--- config.mk ---
export PLATFORM = sky130hd
export DESIGN_NAME = sce_adder
export DESIGN_NICKNAME = d
export VERILOG_FILES = /design/src/rtl/sce_pkg.sv /design/src/rtl/sce_carry_est.sv /design/src/rtl/sce_carry_pick.sv /design/src/rtl/sce_slice_add.sv /design/src/rtl/sce_adder.sv
export SDC_FILE = /design/constraint.sdc
export NUM_CORES = 1
export LEC_CHECK = 0
export ABC_AREA = 1
export BUFFER_PORTS_ARGS = -buffer_cell sky130_fd_sc_hd__buf_2
export CELL_PAD_IN_SITES_DETAIL_PLACEMENT = 1
export CELL_PAD_IN_SITES_GLOBAL_PLACEMENT = 1
export CORE_MARGIN = 2
export CORE_UTILIZATION = 25
export DETAILED_ROUTE_END_ITERATION = 8
export GPL_ROUTABILITY_DRIVEN = 0
export PLACE_DENSITY = 0.83
export SLEW_MARGIN = 15
export SYNTH_ARGS = -nofsm -noshare
export SYNTH_HDL_FRONTEND = slang
export SYNTH_SLANG_ARGS = --single-unit
--- constraint.sdc ---
create_clock -name vclk -period 4.7
set_input_delay 0.47 -clock vclk [all_inputs]
set_output_delay 0.47 -clock vclk [all_outputs]
set_load 0.02 [all_outputs]
--- src/rtl/sce_pkg.sv ---
// Package sce_pkg
// Shared constants for the segmented approximate adder.
// Assumes: nothing beyond IEEE 1800-2017.
package sce_pkg;
    // Smallest slice width for each predictor variant.
    localparam int unsigned SCE_MIN_K_PLAIN = 2;
    localparam int unsigned SCE_MIN_K_RECT  = 4;

    // Number of bit pairs the predictor inspects for a given variant.
    function automatic int unsigned sce_pairs(input bit use_rect);
        return use_rect ? 4 : 2;
    endfunction
endpackage

--- src/rtl/sce_carry_est.sv ---
// Module sce_carry_est
// Two-pair carry guess. The upper pair decides when it generates or kills.
// When it only propagates, the lower pair decides. When both pairs propagate, the guess is 0.
// Assumes: the inputs are the bits of two adjacent positions of the two operands.
module sce_carry_est (
    input  logic hi_a,
    input  logic hi_b,
    input  logic lo_a,
    input  logic lo_b,
    output logic est_o
);
    // Two-level guess: generate at the upper pair, or propagate there and generate below.
    always_comb begin
        est_o = (hi_a & hi_b) | ((hi_a ^ hi_b) & lo_a & lo_b);
    end
endmodule

--- src/rtl/sce_carry_pick.sv ---
// Module sce_carry_pick
// Predicts the carry leaving one slice from that slice's top bit pairs.
// With USE_RECT set, a second guess over the next two pairs down is used
// when the top two pairs both propagate.
// Assumes: the inputs are the top HI_W bits of the slice, with the MSB at index HI_W-1.
module sce_carry_pick #(
    parameter bit USE_RECT = 1'b1,
    localparam int unsigned HI_W = sce_pkg::sce_pairs(USE_RECT)
) (
    input  logic [HI_W-1:0] hi_a,
    input  logic [HI_W-1:0] hi_b,
    output logic            carry_o
);
    logic est_top;

    sce_carry_est u_est_top (
        .hi_a  (hi_a[HI_W-1]),
        .hi_b  (hi_b[HI_W-1]),
        .lo_a  (hi_a[HI_W-2]),
        .lo_b  (hi_b[HI_W-2]),
        .est_o (est_top)
    );

    generate
        if (USE_RECT) begin : g_rect
            logic est_low;
            logic take_low;

            sce_carry_est u_est_low (
                .hi_a  (hi_a[HI_W-3]),
                .hi_b  (hi_b[HI_W-3]),
                .lo_a  (hi_a[HI_W-4]),
                .lo_b  (hi_b[HI_W-4]),
                .est_o (est_low)
            );

            // Selector: both top pairs propagate, so the lower guess is used.
            always_comb begin
                take_low = (hi_a[HI_W-1] ^ hi_b[HI_W-1]) & (hi_a[HI_W-2] ^ hi_b[HI_W-2]);
                carry_o  = take_low ? est_low : est_top;
            end

            // Check that the correction applies to the lower pairs when both top pairs propagate.
            always_comb begin
                if ((hi_a[HI_W-1] != hi_b[HI_W-1]) && (hi_a[HI_W-2] != hi_b[HI_W-2])
                    && (hi_a[HI_W-3] == hi_b[HI_W-3])) begin
                    assert_rect_hi_R5 : assert (carry_o == hi_a[HI_W-3])
                        else $error("R5: rectified carry mismatch");
                end
                if ((hi_a[HI_W-1] != hi_b[HI_W-1]) && (hi_a[HI_W-2] != hi_b[HI_W-2])
                    && (hi_a[HI_W-3] != hi_b[HI_W-3]) && (hi_a[HI_W-4] != hi_b[HI_W-4])) begin
                    assert_rect_default_R5 : assert (carry_o == 1'b0)
                        else $error("R5: default carry not zero");
                end
            end
        end else begin : g_plain
            // Without correction the top guess is final.
            always_comb begin
                carry_o = est_top;
            end

            // Check that the plain variant defaults to 0 when both top pairs propagate.
            always_comb begin
                if ((hi_a[1] != hi_b[1]) && (hi_a[0] != hi_b[0])) begin
                    assert_plain_default_R6 : assert (carry_o == 1'b0)
                        else $error("R6: plain default carry not zero");
                end
            end
        end
    endgenerate

    // Check that the top pair decides whenever it generates or kills.
    always_comb begin
        if (hi_a[HI_W-1] == hi_b[HI_W-1]) begin
            assert_top_pair_R3 : assert (carry_o == hi_a[HI_W-1])
                else $error("R3: top pair rule broken");
        end
        if ((hi_a[HI_W-1] != hi_b[HI_W-1]) && (hi_a[HI_W-2] == hi_b[HI_W-2])) begin
            assert_second_pair_R4 : assert (carry_o == hi_a[HI_W-2])
                else $error("R4: second pair rule broken");
        end
    end
endmodule

--- src/rtl/sce_slice_add.sv ---
// Module sce_slice_add
// K-bit ripple adder for one slice. Its internal carry out is not used.
// Assumes: K >= 1. cin_i comes from the predictor of the slice below.
module sce_slice_add #(
    parameter int unsigned K = 8
) (
    input  logic [K-1:0] a_i,
    input  logic [K-1:0] b_i,
    input  logic         cin_i,
    output logic [K-1:0] sum_o
);
    // Ripple from the chosen carry-in through the slice bits.
    always_comb begin : p_ripple
        logic c;
        c = cin_i;
        for (int j = 0; j < K; j++) begin
            sum_o[j] = a_i[j] ^ b_i[j] ^ c;
            c        = (a_i[j] & b_i[j]) | ((a_i[j] ^ b_i[j]) & c);
        end
    end
endmodule

--- src/rtl/sce_adder.sv ---
// Module sce_adder (top)
// Approximate unsigned adder. N bits are cut into N/K slices that all add at
// the same time. Each slice carry-in is predicted from the slice below.
// Assumes: N % K == 0, and K >= 4 with USE_RECT, K >= 2 without.
// Purely combinational.
module sce_adder #(
    parameter int unsigned N        = 32,
    parameter int unsigned K        = 8,
    parameter bit          USE_RECT = 1'b1
) (
    input  logic [N-1:0] opnd_a,
    input  logic [N-1:0] opnd_b,
    output logic [N-1:0] sum_o,
    output logic         carry_o
);
    localparam int unsigned SEGS  = N / K;
    localparam int unsigned MIN_K = USE_RECT ? sce_pkg::SCE_MIN_K_RECT : sce_pkg::SCE_MIN_K_PLAIN;
    localparam int unsigned HI_W  = sce_pkg::sce_pairs(USE_RECT);

    generate
        if ((N % K) != 0) begin : g_bad_split
            $error("sce_adder: N must be a multiple of K");
        end
        if (K < MIN_K) begin : g_bad_width
            $error("sce_adder: K below the minimum for this variant");
        end
    endgenerate

    logic [SEGS:0] seg_cin;

    // The lowest slice always starts from a zero carry.
    always_comb begin
        seg_cin[0] = 1'b0;
    end

    generate
        for (genvar s = 0; s < SEGS; s++) begin : g_seg
            localparam int unsigned LO = s * K;

            sce_slice_add #(.K(K)) u_add (
                .a_i   (opnd_a[LO +: K]),
                .b_i   (opnd_b[LO +: K]),
                .cin_i (seg_cin[s]),
                .sum_o (sum_o[LO +: K])
            );

            sce_carry_pick #(.USE_RECT(USE_RECT)) u_pick (
                .hi_a    (opnd_a[LO+K-1 -: HI_W]),
                .hi_b    (opnd_b[LO+K-1 -: HI_W]),
                .carry_o (seg_cin[s+1])
            );
        end
    endgenerate

    // The carry out comes from the top slice's predictor.
    always_comb begin
        carry_o = seg_cin[SEGS];
    end

    // Check that the lowest slice is an exact K-bit sum with no carry-in.
    always_comb begin
        assert_low_slice_R2 : assert (sum_o[K-1:0] == K'(opnd_a[K-1:0] + opnd_b[K-1:0]))
            else $error("R2: lowest slice not a zero-carry sum");
    end

    // Check that all-zero operands give all-zero outputs.
    always_comb begin
        if ((opnd_a == '0) && (opnd_b == '0)) begin
            assert_zero_in_R8 : assert ((sum_o == '0) && (carry_o == 1'b0))
                else $error("R8: zero operands gave nonzero output");
        end
    end
endmodule

==> results_dict.tcl, run 1 <==
set metrics [dict create \
    status "completed" \
    routedWlPerCell_um 11.8 \
    synth_cell_types 8 \
    fmax_ghz 0.219 \
    p_per_area_mw_per_mm2 173 \
    final_max_slew_viol_count 0 \
    grt_pass1_wl_um 4910 \
    chipWidth_um 66.0 \
    setup_viol 0 \
    worstHoldEndpoint "sum_o[0]" \
    synth_area_per_cell_um2 9.43 \
    fin_area_mm2 0.00164 \
    num_antenna_cells 0 \
    placementRows 22 \
    hold_buffers 0 \
    io_buffers 97 \
    whs_ns 1.28 \
    clockBufferCount 0 \
    finalPower_uw 283 \
    end_kind "output port" \
    ys_warn_count 0 \
    die_y_um 66.0 \
    setup_tns_ns 0 \
    vias_per_cell 4.28 \
    register_area_um2 0 \
    yosysMostFrequentCell "fa_1" \
    drc 0 \
    synthTopCellsByCount "fa_1, inv_1, nand2_1" \
    syn_inst 102 \
    cts_setup_buffers 0 \
    detail_route.iter0.violations 9 \
    synth_top_cell_area_share_pct 56.2 \
    hold_path.startpoint "opnd_b[0]" \
    place_worst_setup_slack_ns -0.112 \
    grt_pass1_vias 1228 \
    ios 97 \
    startpoint_type "input pin" \
    min_path_cells 3 \
    layout_setup_ws_ns 0.133 \
    dr.pass1.iters 2 \
    synthesis.area_um2 962 \
    die_area_mm2 0.00436 \
    hold_violations 0 \
    ir_drop_uv 58.6 \
    synthTopCellsByArea "fa_1, ha_1, inv_1, nand2_1, nor2_1" \
    placedInstanceArea_mm2 0.00156 \
    worstPathArrival_ns 4.10 \
    grt_usage_pct 14.0 \
    hold_path.class "in -> out" \
    synth-seq-area-share_pct 0 \
    worst_pin_slew_ns 0.152 \
    drive_gt1_share_pct 59.2 \
    grt_overflow_total 0 \
    max_slew_margin_pct 89.8 \
    antenna_found_initial 0 \
    period_share_pct 97.2 \
    worst-setup-path-type "in -> out" \
    grt_max_degree 5 \
    hpwl_um 2840 \
    vias 1087 \
    drtAntennaViolNets 0 \
    fin_nets 312 \
    core_mm2 0.00369 \
    critPathMaxFanout 2 \
    start_util_pct 26.1 \
    crit_required_ns 4.23 \
    layout_min_cycle_time_ns 4.57 \
    design.seq.count 0 \
    leakage_uw 0.000902 \
    synth.net_count 206 \
    max-cap-violations 0 \
    drt-total-wl_um 3000 \
    synth_top_cell_by_area "fa_1" \
    rsz0062_at_grt "false" \
    areaGrowthSynthToFinish_pct 70.7 \
]
[cell type report]
cell class / instances / area, µm²
tap: 48 / 60.1
inverter: 20 / 75.1
fill: 477 / 2050
timing repair buffer: 104 / 548
multi-input combinational: 82 / 960
[worst max-delay path by stage]
stage               startpoint        end  slack [ns]  depth (start not counted)
floorplan            opnd_a[7]  sum_o[15]        0.14                         13
global placement    opnd_a[15]  sum_o[23]       -0.01                         15
detailed placement   opnd_a[7]  sum_o[15]       -0.11                         15
CTS                  opnd_a[6]  sum_o[15]        0.02                         15
global route         opnd_a[6]  sum_o[14]       0.008                         14
finish               opnd_a[6]  sum_o[14]        0.13                         14
[cells by family (layout without fill, tap and decap cells)]
| logic type | after synthesis | after routing | share of synthesized area [%] |
|---|---|---|---|
| and+or+nand+nor | 38 | 38 | 15.5 |
| adders and majority gates | 40 | 40 | 73.1 |
| xor gates and xnor gates | 4 | 4 | 3.64 |
| buffers and inverters | 20 | 124 | 7.80 |
[worst max-delay path: stages]
cell     delay [ns]
buf_2          0.11
ha_1           0.31
nand2_1        0.07
nand2_1        0.06
nor2_2         0.11
nor2_1         0.08
fa_1           0.39
fa_2           0.35
fa_2           0.35
fa_1           0.38
fa_1           0.39
fa_2           0.35
fa_2           0.55
buf_4          0.14
[what timing repair did]
action	4_1_cts	5_1_grt
endpoints found under the setup margin	5	6
resized for setup	11	10
hold endpoints to repair	0	0
pin swaps	0	3
[power by group]
part / switching (µW) / leakage (µW) / internal [µW]
sequential: 0 / 0 / 0
combinational: 168 / 0.000902 / 115
clock: 0 / 0 / 0
[placed cells by master, fill, tap and decap left out, drive strengths merged]
cell type / n
ha: 13
nand3: 5
xor2: 4
fa: 27
inv: 20
nand2: 18
nor2: 15
buf: 104
[per-stage QoR]
step,utilization [%],std cells
2_1_floorplan,-,102
3_3_place_gp,42.3,254
3_5_place_dp,42.3,254
4_1_cts,43.9,254
5_1_grt,44.5,254
6_report,44.5,254
[routing by layer]
| metal | global-route usage (%) | vias to the layer above | wire (µm) |
|---|---|---|---|
| met3 | 3.58 | 0 | 460 |
| met1 | 15.0 | 501 | 1040 |
| met5 | 0 | - | 0 |
| li1 | - | 509 | - |
| met2 | 28.8 | 77 | 1500 |
| met4 | 0 | 0 | 0 |
Note: power is estimated with default switching activity, not from simulation.
==> run 2: changes to the inputs <==
- CELL_PAD_IN_SITES_DETAIL_PLACEMENT: 1 -> default
- CELL_PAD_IN_SITES_GLOBAL_PLACEMENT: 1 -> default
- CORE_UTILIZATION: 25 -> 38
- PLACE_DENSITY: 0.83 -> 0.79
- SYNTH_HIERARCHICAL: default -> 1
- clock period: 4.7 -> 3.85 ns (I/O delays scaled with it)
==> results_dict.tcl, run 2 <==
set metrics [dict create \
    period_share_pct 105 \
    synthAdderAreaFrac_pct 54.6 \
    violations "negative setup slack" \
    hold_path.class "in -> out" \
    hpwl_um 3000 \
    grt_overflow_total 0 \
    synth_top_family_by_area "adder cells" \
    grt_usage_pct 21.7 \
    synth_area_per_cell_um2 6.99 \
    dp.cells 336 \
    end_kind "output port" \
    worstHoldEndpoint "sum_o[1]" \
    grt_max_degree 7 \
    die_y_um 60.4 \
    drc 0 \
    final_max_slew_viol_count 0 \
    synth_top_cell_by_area "fa_1" \
    io_buffers 97 \
    leakage_uw 0.00131 \
    startpoint_type "input pin" \
    synthTopCellsByArea "fa_1, nand2_1, inv_1, ha_1, nand3_1" \
    synth_xor_area_share_pct 0 \
    fin_util_pct 76.1 \
    min_path_cells 3 \
    worstPathArrival_ns 3.66 \
    synth_top_cell_area_share_pct 46.3 \
    critPathMaxFanout 2 \
    core_mm2 0.00305 \
    chipWidth_um 60.4 \
    layout_setup_ws_ns -0.194 \
    num_antenna_cells 0 \
    status "finished with violations" \
    hold_buffers 0 \
    nFillCells 222 \
    ir_drop_uv 121 \
    vias 1509 \
    ys_warn_count 6 \
    areaGrowthSynthToFinish_pct 92.0 \
    hold_path.startpoint "opnd_b[1]" \
    synth_cell_types 8 \
    die_area_mm2 0.00365 \
    synth-seq-area-share_pct 0 \
    hold_violations 0 \
    ios 97 \
    mostFrequentLayoutCell "buf_2" \
    placementRows 20 \
    synth.net_count 273 \
    place_worst_setup_slack_ns -0.383 \
    yosys.area_share.simple_pct 29.0 \
    grt_pass1_vias 1576 \
    synthMuxAreaShare_pct 0 \
    crit_required_ns 3.46 \
    worst-setup-path-type "in -> out" \
    fin_cells 343 \
    fmax_ghz 0.247 \
    yosysMostFrequentCell "nand2_1" \
    rsz0062_at_grt "true" \
    detail_route.iter0.violations 28 \
    setup_viol 6 \
    grt_pass1_wl_um 6140 \
    synthesis.area_mm2 0.00121 \
    fin_nets 401 \
    drive_gt1_share_pct 61.9 \
    syn_inst 173 \
    vias_per_cell 4.40 \
    drtAntennaViolNets 0 \
    start_util_pct 39.6 \
    drt-total-wl_um 3900 \
    layout_common_cells "buf_2, nand2_1, inv_1" \
    clockBufferCount 0 \
    register_area_um2 0 \
    layout_min_cycle_time_ns 4.04 \
    design.seq.count 0 \
    dr.pass1.iters 6 \
    synth-compound-area-share_pct 0 \
    antenna_found_initial 0 \
    p_per_area_mw_per_mm2 179 \
    routedWlPerCell_um 11.4 \
    max-cap-violations 0 \
    synthTopCellsByCount "nand2_1, inv_1, fa_1" \
]
[run 2: cell types whose count changed after synthesis, sizes merged]
| cell | previous run | this run |
|---|---|---|
| conb | 0 | 1 |
| fa | 27 | 28 |
| xor2 | 4 | 0 |
| nor2 | 15 | 8 |
| nand2 | 18 | 56 |
| ha | 13 | 8 |
| inv | 20 | 52 |
| nand3 | 5 | 20 |
[run 2: power breakdown]
| group | total, µW | switching (µW) | leakage, µW | internal, µW |
|---|---|---|---|---|
| Sequential | 0 | 0 | 0 | 0 |
| Combinational | 416 | 231 | 0.00131 | 184 |
| Clock | 0 | 0 | 0 | 0 |
| Total | 416 | 231 | 0.00131 | 184 |
[run 2: cell families after synthesis]
| logic type | after synthesis |
|---|---|
| adders and majority gates | 36 |
| buffers and inverters | 52 |
| other | 1 |
| and+or+nand+nor | 84 |
[run 2: how the worst max path moves through the flow]
stage / startpoint / end / slack [ns]
2_1_floorplan: opnd_a[5] / sum_o[15] / 0.002
3_3_place_gp: opnd_a[13] / sum_o[23] / -0.34
3_5_place_dp: opnd_a[15] / sum_o[23] / -0.38
4_1_cts: opnd_a[15] / sum_o[23] / -0.26
5_1_grt: opnd_a[15] / sum_o[23] / -0.35
6_report: opnd_a[13] / sum_o[23] / -0.19
[run 2: area by class of cell]
cell class | instances | area, µm² | share of cell area [%]
multi-input cells | 121 | 1230 | 52.8
repair buffers | 126 | 846 | 36.4
inverters | 52 | 195 | 8.40
well taps | 44 | 55.1 | 2.37
[run 2: what timing repair did]
item	CTS	global route
endpoints found under the setup margin	7	8
hold endpoints to repair	0	0
pin swaps	2	8
gates resized for setup	57	31
buffers inserted	4	3
[run 2: critical path, stage by stage]
cell	delay, ns
buf_2	0.13
ha_4	0.23
nand3_2	0.05
nand2_1	0.05
nand3_1	0.07
nand2_1	0.06
inv_1	0.07
fa_2	0.19
inv_2	0.04
fa_2	0.33
fa_2	0.35
fa_2	0.34
fa_2	0.35
fa_2	0.35
fa_2	0.35
inv_2	0.06
nand3_2	0.07
nand2_2	0.06
buf_6	0.11
[run 2: stage by stage]
stage	cell area, µm²	TNS, ns	power (µW)	hold slack, ns
after floorplan	1250	0	233	0.965
after global placement	1950	-1.63	342	1.15
after global routing	2320	-1.66	460	1.21
final	2320	-0.908	416	1.18
after detailed placement	1950	-1.83	354	1.16
after CTS	2200	-1.06	397	1.17
[run 2: per-layer routing]
metal,global-route usage [%],vias to the layer above,wire (µm)
met1,23.6,690,1420
met5,0,-,0
li1,-,747,-
met3,1.92,6,222
met2,44.3,66,2200
met4,5.90,0,57
